## config.mk

```make
export PLATFORM = sky130hd
export DESIGN_NAME = oe_invert_codec
export DESIGN_NICKNAME = d
export VERILOG_FILES = /design/src/rtl/oe_invert_pkg.sv /design/src/rtl/oe_pair_cost.sv /design/src/rtl/oe_select_ctrl.sv /design/src/rtl/oe_encode_path.sv /design/src/rtl/oe_decode.sv /design/src/rtl/oe_invert_codec.sv
export SDC_FILE = /design/constraint.sdc
export NUM_CORES = 1
export LEC_CHECK = 0
export BUFFER_PORTS_ARGS = -buffer_cell sky130_fd_sc_hd__buf_2
export CORE_MARGIN = 1
export CORE_UTILIZATION = 55
export DETAILED_ROUTE_END_ITERATION = 16
export PLACE_DENSITY_LB_ADDON = 0.1
export RECOVER_POWER = 100
export SYNTH_ARGS = -nofsm -noshare
export SYNTH_HDL_FRONTEND = slang
export SYNTH_SLANG_ARGS = --single-unit
```

## constraint.sdc

```tcl
create_clock -name clk -period 10.4 [get_ports clk]
set_clock_uncertainty 0.2 [all_clocks]
set_input_delay 0.52 -clock clk [delete_from_list [all_inputs] [get_ports clk]]
set_output_delay 0.52 -clock clk [all_outputs]
set_load 0.01 [all_outputs]
```

## src/rtl/oe_invert_pkg.sv

```systemverilog
package oe_invert_pkg;

  typedef enum logic [1:0] {
    MODE_PLAIN = 2'b00,
    MODE_EVEN  = 2'b01,
    MODE_ODD   = 2'b10,
    MODE_ALL   = 2'b11
  } mode_e;

  typedef struct packed {
    logic  load;
    mode_e mode;
  } strobe_t;

  // preference rank 0..3 to mode code
  function automatic mode_e rankMode(input int rank);
    case (rank)
      0:       return MODE_PLAIN;
      1:       return MODE_ODD;
      2:       return MODE_EVEN;
      default: return MODE_ALL;
    endcase
  endfunction

endpackage

```

## src/rtl/oe_pair_cost.sv

```systemverilog
module oe_pair_cost #(
  parameter int DataW = 8,
  parameter int CostW = 5
) (
  input  logic [DataW-1:0] prevWord,
  input  logic [DataW-1:0] candWord,
  output logic [CostW-1:0] cost
);
  localparam int Pairs = DataW - 1;

  logic [Pairs-1:0][2:0] pairCost;

  for (genvar i = 0; i < Pairs; i++) begin : g_pair
    logic flipLo, flipHi;
    assign flipLo = prevWord[i] ^ candWord[i];
    assign flipHi = prevWord[i+1] ^ candWord[i+1];
    always_comb begin
      if (flipLo && flipHi)
        pairCost[i] = (candWord[i] != candWord[i+1]) ? 3'd4 : 3'd0;
      else if (flipLo || flipHi)
        pairCost[i] = 3'd1;
      else
        pairCost[i] = 3'd0;
    end
  end

  always_comb begin
    cost = '0;
    for (int i = 0; i < Pairs; i++) cost = cost + CostW'(pairCost[i]);
  end
endmodule

```

## src/rtl/oe_select_ctrl.sv

```systemverilog
module oe_select_ctrl
  import oe_invert_pkg::*;
#(
  parameter int CostW = 5
) (
  input  logic                  clk,
  input  logic                  rstN,
  input  logic                  dataValid,
  input  logic [3:0][CostW-1:0] rankCost,
  output strobe_t               strobe
);
  logic [1:0] bestRank;

  always_comb begin
    bestRank = 2'd0;
    for (int k = 1; k < 4; k++)
      if (rankCost[k] < rankCost[bestRank]) bestRank = 2'(k);
  end

  assign strobe.load = dataValid;
  assign strobe.mode = rankMode(int'(bestRank));

  assert_min_cost_R5: assert property (@(posedge clk) disable iff (!rstN)
    strobe.load |-> (rankCost[bestRank] <= rankCost[0]) && (rankCost[bestRank] <= rankCost[1])
                 && (rankCost[bestRank] <= rankCost[2]) && (rankCost[bestRank] <= rankCost[3]));

  assert_tie_order_R6: assert property (@(posedge clk) disable iff (!rstN)
    strobe.load |->
      ((strobe.mode == MODE_PLAIN)
       || (strobe.mode == MODE_ODD  && rankCost[0] > rankCost[1])
       || (strobe.mode == MODE_EVEN && rankCost[0] > rankCost[2] && rankCost[1] > rankCost[2])
       || (strobe.mode == MODE_ALL  && rankCost[0] > rankCost[3] && rankCost[1] > rankCost[3]
                                    && rankCost[2] > rankCost[3])));
endmodule

```

## src/rtl/oe_encode_path.sv

```systemverilog
module oe_encode_path
  import oe_invert_pkg::*;
#(
  parameter int DataW = 8,
  parameter int CostW = 5
) (
  input  logic                  clk,
  input  logic                  rstN,
  input  logic [DataW-1:0]      dataIn,
  input  strobe_t               strobe,
  output logic [3:0][CostW-1:0] rankCost,
  output logic [DataW-1:0]      busReg,
  output logic [1:0]            modeReg
);
  logic [DataW-1:0] oddMask;
  logic [3:0][DataW-1:0] cand;

  always_comb
    for (int i = 0; i < DataW; i++) oddMask[i] = i[0];

  for (genvar k = 0; k < 4; k++) begin : g_cand
    localparam mode_e CandMode = rankMode(k);
    assign cand[k] = dataIn ^ ({DataW{CandMode[1]}} & oddMask)
                            ^ ({DataW{CandMode[0]}} & ~oddMask);
    oe_pair_cost #(.DataW(DataW), .CostW(CostW)) u_cost (
      .prevWord(busReg),
      .candWord(cand[k]),
      .cost    (rankCost[k])
    );
  end

  always_ff @(posedge clk or negedge rstN) begin
    if (!rstN) begin
      busReg  <= '0;
      modeReg <= '0;
    end else if (strobe.load) begin
      busReg  <= dataIn ^ ({DataW{strobe.mode[1]}} & oddMask)
                        ^ ({DataW{strobe.mode[0]}} & ~oddMask);
      modeReg <= strobe.mode;
    end
  end

  assert_hold_idle_R2: assert property (@(posedge clk) disable iff (!rstN)
    !strobe.load |=> $stable(busReg) && $stable(modeReg));
endmodule

```

## src/rtl/oe_decode.sv

```systemverilog
module oe_decode #(
  parameter int DataW = 8
) (
  input  logic [DataW-1:0] busWord,
  input  logic [1:0]       modeBits,
  output logic [DataW-1:0] plainWord
);
  always_comb
    for (int i = 0; i < DataW; i++)
      plainWord[i] = busWord[i] ^ (i[0] ? modeBits[1] : modeBits[0]);
endmodule

```

## src/rtl/oe_invert_codec.sv

```systemverilog
module oe_invert_codec
  import oe_invert_pkg::*;
#(
  parameter int DataW = 8
) (
  input  logic             clk,
  input  logic             rstN,
  input  logic             dataValid,
  input  logic [DataW-1:0] dataIn,
  output logic [DataW-1:0] busOut,
  output logic [1:0]       modeOut,
  output logic [DataW-1:0] decodedOut
);
  localparam int MaxCost = 4 * (DataW - 1);
  localparam int CostW   = $clog2(MaxCost + 1);

  strobe_t               strobe;
  logic [3:0][CostW-1:0] rankCost;

  oe_select_ctrl #(.CostW(CostW)) u_ctrl (
    .clk(clk), .rstN(rstN), .dataValid(dataValid),
    .rankCost(rankCost), .strobe(strobe)
  );

  oe_encode_path #(.DataW(DataW), .CostW(CostW)) u_path (
    .clk(clk), .rstN(rstN), .dataIn(dataIn), .strobe(strobe),
    .rankCost(rankCost), .busReg(busOut), .modeReg(modeOut)
  );

  oe_decode #(.DataW(DataW)) u_dec (
    .busWord(busOut), .modeBits(modeOut), .plainWord(decodedOut)
  );

  assert_decode_R7: assert property (@(posedge clk) disable iff (!rstN)
    dataValid |=> decodedOut == $past(dataIn));
endmodule

```

==> results of run 1 <==
## cells in the mapped netlist, types with 2 or more instances
| library cell | count | area (um^2) |
|---|---|---|
| sky130_fd_sc_hd__xnor2_1 | 20 | 175 |
| sky130_fd_sc_hd__a211oi_1 | 2 | 15.0 |
| sky130_fd_sc_hd__o211ai_1 | 4 | 30.0 |
| sky130_fd_sc_hd__or3_1 | 2 | 12.5 |
| sky130_fd_sc_hd__xor2_1 | 27 | 236 |
| sky130_fd_sc_hd__mux2_4 | 2 | 30.0 |
| sky130_fd_sc_hd__buf_4 | 2 | 15.0 |
| sky130_fd_sc_hd__o22ai_1 | 4 | 25.0 |
| sky130_fd_sc_hd__clkbuf_1 | 10 | 37.5 |
| sky130_fd_sc_hd__ha_1 | 55 | 688 |
| sky130_fd_sc_hd__and3_1 | 2 | 12.5 |
| sky130_fd_sc_hd__mux2i_1 | 3 | 30.0 |
| sky130_fd_sc_hd__inv_1 | 58 | 218 |
| sky130_fd_sc_hd__nand2b_1 | 14 | 87.6 |
| sky130_fd_sc_hd__nor2_1 | 12 | 45.0 |
| sky130_fd_sc_hd__o2111ai_1 | 5 | 43.8 |
| sky130_fd_sc_hd__a31oi_1 | 6 | 37.5 |
| sky130_fd_sc_hd__fa_1 | 29 | 581 |
| sky130_fd_sc_hd__a21oi_1 | 12 | 60.1 |
| sky130_fd_sc_hd__nor2b_1 | 7 | 43.8 |
| sky130_fd_sc_hd__a21o_1 | 7 | 52.6 |
| sky130_fd_sc_hd__nand4b_1 | 4 | 35.0 |
| sky130_fd_sc_hd__nand2_1 | 14 | 52.6 |
| sky130_fd_sc_hd__buf_6 | 2 | 22.5 |
| sky130_fd_sc_hd__o221ai_1 | 4 | 35.0 |
| sky130_fd_sc_hd__dfrtp_1 | 10 | 250 |
| sky130_fd_sc_hd__nand3_1 | 7 | 35.0 |
| sky130_fd_sc_hd__and2_1 | 23 | 144 |
| sky130_fd_sc_hd__o21ai_0 | 7 | 35.0 |
| sky130_fd_sc_hd__or3_4 | 2 | 22.5 |
## kinds of logic after synthesis
kind of cell,after synthesis,synth area share (%)
and+or+nand+nor,94,16.4
xor gates and xnor gates,49,13.7
AOI/OAI and AO/OA,60,13.2
buffers and inverters,73,8.91
adders and majority gates,85,38.5
DFF,10,7.52
muxes,5,1.81
## cell type report
class	count	area, um^2	area share, %
clock buffer	3	41.3	1.17
timing repair buffer	31	140	3.98
multi-input combinational	293	2780	79.0
inverter	58	218	6.19
sequential	10	250	7.11
tap	72	90.1	2.56
## registers in the layout (all words and copies together) (netlist names)
signal          count
u_path.busReg       8
u_path.modeReg      2
## critical path, delay by kind of cell
kind,cells,cell delay [ns]
mux,1,0.36
fa+ha+maj,8,3.02
buf+inv,4,0.59
compound gates,8,1.21
xor+xnor,2,0.84
simple gates,9,2.66
## through the flow
step | std cells | hold WS [ns] | instance area [um^2]
2_1_floorplan | 376 | 0.0244 | 3330
3_3_place_gp | 463 | 0.192 | 3490
3_5_place_dp | 463 | 0.197 | 3490
4_1_cts | 467 | 0.455 | 3540
5_1_grt | 467 | 0.493 | 3520
6_report | 467 | 0.452 | 3520
## repair_timing
action	in CTS	in global routing
hold endpoints to repair	10	0
setup buffers	0	0
hold buffers	1	0
## path summary, 6_finish.rpt
check	startpoint	slack [ns]	cells after the start	to
max	dataIn[3]	1.10	32	u_path.busReg[4]
min	u_path.busReg[6]	0.45	2	u_path.busReg[6]
max reg2reg	u_path.busReg[3]	1.24	31	u_path.busReg[4]
min reg2reg	u_path.busReg[6]	0.45	2	u_path.busReg[6]
max in group asynchronous	rstN	9.02	2	u_path.busReg[4]
min in group asynchronous	rstN	0.60	2	u_path.busReg[5]
## per-layer routing
layer | track usage (%) | up-vias
met5 | 0 | -
met4 | 2.50 | 0
met3 | 3.09 | 4
met2 | 40.1 | 49
met1 | 35.3 | 1252
li1 | - | 1300
==> Flow_metrics.wiki, run 1 <==
{| class="wikitable"
! Metric !! Value
|-
| CTS buffer count || 3
|-
| Worst path arrival time || 9.20 ns
|-
| Antenna diode count || 0
|-
| CP peak stage delay || 0.64 ns
|-
| CP startpoint kind || input port
|-
| M1 WL || 3.51 mm
|-
| Number of input and output port buffers inserted || 28
|-
| Number of warnings reported in the yosys synthesis log || 0
|-
| Largest net degree at the start of global routing || 33
|-
| Remaining antenna violation count after routing || 0
|-
| Utilization after layout || 62.0%
|-
| Setup repair after global routing missed its margin || false
|-
| Amount of wire on met3 after detailed routing || 256 um
|-
| Average footprint of a synthesized cell || 8.85 um^2
|-
| Die outline area || 0.00636 mm^2
|-
| Fin crit period || 9.30 ns
|-
| Share of flip-flops with an asynchronous set or reset || between 90% and 100%
|-
| Number of global-route vias before repair || 2508
|-
| Final hold viol count || 0
|-
| Fraction of final layout cells sized beyond drive strength 1 || 6.58%
|-
| Share of the clock period used by the worst path after layout || between 80% and 90%
|-
| Largest fanout on the critical path || 12
|-
| Clock insertion delay at the later pin of the skew report || ~0.24 ns
|-
| Effective utilization at floorplan || 58.6%
|-
| Highest signal layer in the routed design || met4
|-
| Wire length on met2 || 3.27 mm
|-
| Standard-cell row count || 27
|-
| Die boundary width || 79.8 um
|-
| Setup total negative slack || 0 ns
|-
| FF+latch count, synth || 10
|-
| Summed instance area of the synthesized netlist || 0.00333 mm^2
|-
| Tightest Hold Check Type || register to register
|-
| CP most frequent cell || sky130_fd_sc_hd__ha_1
|-
| Detailed-route wire length || 7.09 mm
|-
| Transition at the pin with the smallest max-transition slack || 0.667 ns
|-
| IO Pins || 29
|-
| Final Net Count || around 500
|-
| Growth of design area from synthesis to finish || 5.79%
|-
| Pre-CTS setup slack || 1.03 ns
|-
| Number of flops mapped to enable cells by yosys || 0
|-
| Max Cap Viol || 0
|-
| Grt total ovfl || 0
|-
| Instance count of the mapped netlist || 376
|-
| Placed wire-length estimate || 6.20 mm
|-
| Clock tree from TritonCTS || done
|-
| Number of max-slew violations in the final report || 0
|-
| Global-route wire length before repair || roughly 12 mm
|-
| Post-DR vias/cell || 5.58
|-
| Highest achievable clock rate || about 110 MHz
|-
| Gpl congestion || 0.814
|-
| Vertical die dimension || 79.8 um
|-
| Critical path's slowest cell || sky130_fd_sc_hd__xnor2_1
|-
| Library cell used as clock root buffer || sky130_fd_sc_hd__clkbuf_8
|-
| Post-cts sizing count || 0
|-
| Headroom to the max-slew limit || 55.2%
|-
| Required time of the critical path || 10.29 ns
|-
| Final count of negative-setup-slack endpoints || 0
|-
| DRC || 0
|-
| Std-Cell Core Area || 0.00568 mm^2
|-
| Layout fillers || 527
|-
| Clock tree buffer depth || 2
|-
| CTS sink cnt || 10
|-
| Clock transition at the registers of the reported paths || 0.05 ns
|-
| Predominant post-synthesis flop cell || sky130_fd_sc_hd__dfrtp_1
|-
| Share of the yosys chip area belonging to registers || 7.52%
|-
| Most frequent standard cell in the layout excluding fill and tap cells || sky130_fd_sc_hd__inv_1
|-
| Initial DRT Pass Iterations || 4
|-
| CTS H-tree lvls || 1
|-
| Slack of the critical path || 1.10 ns
|-
| Initial antenna violation count || 0
|-
| Critical path endpoint category || register
|-
| Count of different cell masters after synthesis || 50
|-
| Average wire per standard cell || 15.2 um
|-
| Commonest non-fill, non-tap cells in the layout || sky130_fd_sc_hd__inv_1, sky130_fd_sc_hd__ha_1, sky130_fd_sc_hd__fa_1
|-
| Net count after synthesis || about 470
|-
| Detailed-route via count || ~2600
|-
| Worst Path Class, Setup || input port to register
|-
| All-layer global routing usage || between 20% and 30%
|-
| Status || finished, final reports clean
|-
| DRC marker count from the first detailed-route iteration || 144
|}
Power of run 1 is left out: the tool's default activity adds up to more than one toggle a clock period on the data nets, which glitch-free logic cannot reach.
==> inputs of run 2 (changes only) <==
Settings changed: RECOVER_POWER 100 to not set.
Clock period 10.4 ns to 10.65 ns, I/O delays scaled along.
==> run 2 against run 1 <==
Net effect: sequential share of layout area down 0.050 points; hold slack got worse by 0.0013 ns; final cell count stayed put; wire length down 0.52%; clock-buffer cell count unchanged; critical path depth unchanged; die area unchanged; register-to-register slack improved by 0.29 ns; setup slack improved by 0.41 ns.
==> Flow_metrics.wiki, run 2 (synthesis gave the netlist of run 1 again) <==
{| class="wikitable"
! Metric !! Value
|-
| Status || finished, final reports clean
|-
| Transition at the pin with the smallest max-transition slack || 0.667 ns (+0.00000471 ns)
|-
| CP most frequent cell || sky130_fd_sc_hd__ha_1
|-
| Endpoint of the lowest-slack register-to-register path || u_path.busReg[4]
|-
| Detailed-route via count || 2589 (-0.61%)
|-
| Worst path arrival time || 9.04 ns (-0.16 ns)
|-
| Clock tree from TritonCTS || done
|-
| Layout fillers || 512 (-2.8%)
|-
| Clock transition at the registers of the reported paths || 0.04 ns (about the same)
|-
| Highest achievable clock rate || roughly 110 MHz
|-
| Most frequent standard cell in the layout excluding fill and tap cells || sky130_fd_sc_hd__inv_1
|-
| Final Net Count || 492 (unchanged)
|-
| Standard-cell row count || 27 (unchanged)
|-
| Largest net degree at the start of global routing || 33 (unchanged)
|-
| IO Pins || 29 (unchanged)
|-
| Detailed-route wire length || 7.05 mm (-0.52%)
|-
| Setup total negative slack || 0 ns (unchanged)
|-
| Tightest Hold Check Type || register to register
|-
| Worst Path Class, Setup || input port to register
|-
| Post-DR vias/cell || 5.54 (-0.61%)
|-
| CTS H-tree lvls || 1 (unchanged)
|-
| Registers with the most flip-flops || u_path.busReg: 8 flops, u_path.modeReg: 2 flops
|-
| Crit path depth || 32 (unchanged)
|-
| Setup repair after global routing missed its margin || false
|-
| Growth of design area from synthesis to finish || 6.54%
|-
| Vertical die dimension || 79.8 um (unchanged)
|-
| Max Cap Viol || 0 (unchanged)
|-
| Antenna diode count || 0 (unchanged)
|-
| Largest fanout on the critical path || 12 (unchanged)
|-
| CP startpoint kind || input port
|-
| Final hold viol count || 0 (unchanged)
|-
| Final count of negative-setup-slack endpoints || 0 (unchanged)
|-
| Placement-stage cell area || 0.00349 mm^2 (unchanged)
|-
| Total of hold buffers inserted after clock tree synthesis || 1 (unchanged)
|-
| CTS sink cnt || 10 (unchanged)
|-
| All-layer global routing usage || 24.4% (unchanged)
|-
| Dominant delay contributor by cell family on the critical path || adder cells
|-
| Clock tree buffer depth || 2 (unchanged)
|-
| Number of global-route vias before repair || 2508 (unchanged)
|-
| Worst r2r src || u_path.busReg[3]
|-
| CP peak stage delay || 0.58 ns (-0.06 ns)
|-
| Remaining antenna violation count after routing || 0 (unchanged)
|-
| CTS buffer count || 3 (unchanged)
|-
| Die boundary width || 79.8 um (unchanged)
|-
| Library cell used as clock root buffer || sky130_fd_sc_hd__clkbuf_8
|-
| Placed wire-length estimate || 6.20 mm (unchanged)
|-
| Initial DRT Pass Iterations || 4 (unchanged)
|-
| Final non-filler cell area || 0.00354 mm^2 (+0.71%)
|-
| Std-Cell Core Area || 0.00568 mm^2 (unchanged)
|-
| Number of instances on the worst hold path || 2 (unchanged)
|-
| Worst reg-to-reg setup slack || 1.53 ns (+0.29 ns)
|-
| Worst path buffer plus inverter count || 4 (unchanged)
|-
| Post-cts sizing count || 0 (unchanged)
|-
| Commonest non-fill, non-tap cells in the layout || sky130_fd_sc_hd__inv_1, sky130_fd_sc_hd__ha_1, sky130_fd_sc_hd__fa_1
|-
| Effective utilization at floorplan || 58.6% (unchanged)
|-
| Hold Crit Endpoint || u_path.busReg[6]
|-
| Initial antenna violation count || 0 (unchanged)
|-
| Required time of the critical path || 10.54 ns (+0.25 ns)
|-
| Headroom to the max-slew limit || 55.2% (about the same)
|-
| Critical path's slowest cell || sky130_fd_sc_hd__xnor2_1
|-
| Clock insertion delay at the later pin of the skew report || 0.24 ns (about the same)
|-
| Average wire per standard cell || 15.1 um (-0.52%)
|-
| Fin crit period || between 9 and 10 ns
|-
| Grt total ovfl || 0 (unchanged)
|-
| Number of cells on the worst reg-to-reg path || 31 (unchanged)
|-
| Share of the clock period used by the worst path after layout || between 80 and 90%
|-
| Setup fix buffers added after clock tree synthesis || 0 (unchanged)
|-
| Number of input and output port buffers inserted || 28 (unchanged)
|-
| Number of max-slew violations in the final report || 0 (unchanged)
|-
| DRC || 0 (unchanged)
|-
| DRC marker count from the first detailed-route iteration || 127 (-12%)
|-
| Gpl congestion || 0.813 (about the same)
|-
| Startpoint of the worst hold path || u_path.busReg[6]
|-
| Fraction of final layout cells sized beyond drive strength 1 || 11.6% (+5.1 points)
|-
| Global-route wire length before repair || 12.0 mm (unchanged)
|-
| Die outline area || 0.00636 mm^2 (unchanged)
|-
| Number of flip-flops under the largest register name || 8 (unchanged)
|-
| Largest Register || u_path.busReg
|-
| Critical path endpoint category || register
|}
==> run 2: layer usage <==
layer  vias to the layer above  part of all wire [%]  global-route usage [%]
met5                         -                     0                       0
met4                         0                   1.0                    2.50
met3                         6                   4.6                    3.09
met2                        58                    46                    40.1
met1                      1224                    48                    35.3
li1                       1301                     -                       -
==> run 2: worst max path at each step <==
| stage | start | end | slack (ns) |
|---|---|---|---|
| 6_report | dataIn[3] | u_path.busReg[4] | 1.50 |
| 5_1_grt | dataIn[3] | u_path.busReg[6] | 0.68 |
| 4_1_cts | dataIn[3] | u_path.busReg[4] | 1.51 |
| 3_5_place_dp | dataIn[3] | u_path.busReg[4] | 1.27 |
| 3_3_place_gp | dataIn[3] | u_path.busReg[4] | 1.45 |
| 2_1_floorplan | dataIn[3] | u_path.busReg[0] | 2.02 |
==> run 2: area by class of cell <==
cell class | count | area [um^2] | share of cell area, %
Multi-Input combinational cell | 293 | 2780 | 78.4
Clock buffer | 3 | 41.3 | 1.16
Inverter | 58 | 218 | 6.14
Sequential cell | 10 | 250 | 7.06
Timing Repair Buffer | 31 | 165 | 4.66
Tap cell | 72 | 90.1 | 2.54
==> run 2: through the flow <==
step	hold slack, ns	utilization, %	instances	setup slack (ns)
6_report	0.451	62.5	467	1.50
5_1_grt	0.490	62.5	467	0.677
4_1_cts	0.455	62.5	467	1.51
3_5_place_dp	0.210	61.6	463	1.27
3_3_place_gp	0.205	61.6	463	1.45
2_1_floorplan	0.0369	-	376	2.02
==> run 2: worst register-to-register path, delay by kind of cell, from the launching register on <==
| kind | cells | cell delay [ns] |
|---|---|---|
| xor gates and xnor gates | 2 | 0.78 |
| adders and majority gates | 8 | 3.01 |
| muxes | 1 | 0.36 |
| and+or+nand+nor | 9 | 2.62 |
| DFF | 1 | 0.44 |
| buffers and inverters | 3 | 0.35 |
| AOI/OAI and AO/OA | 8 | 1.20 |
Power of run 2 is left out for the same reason.
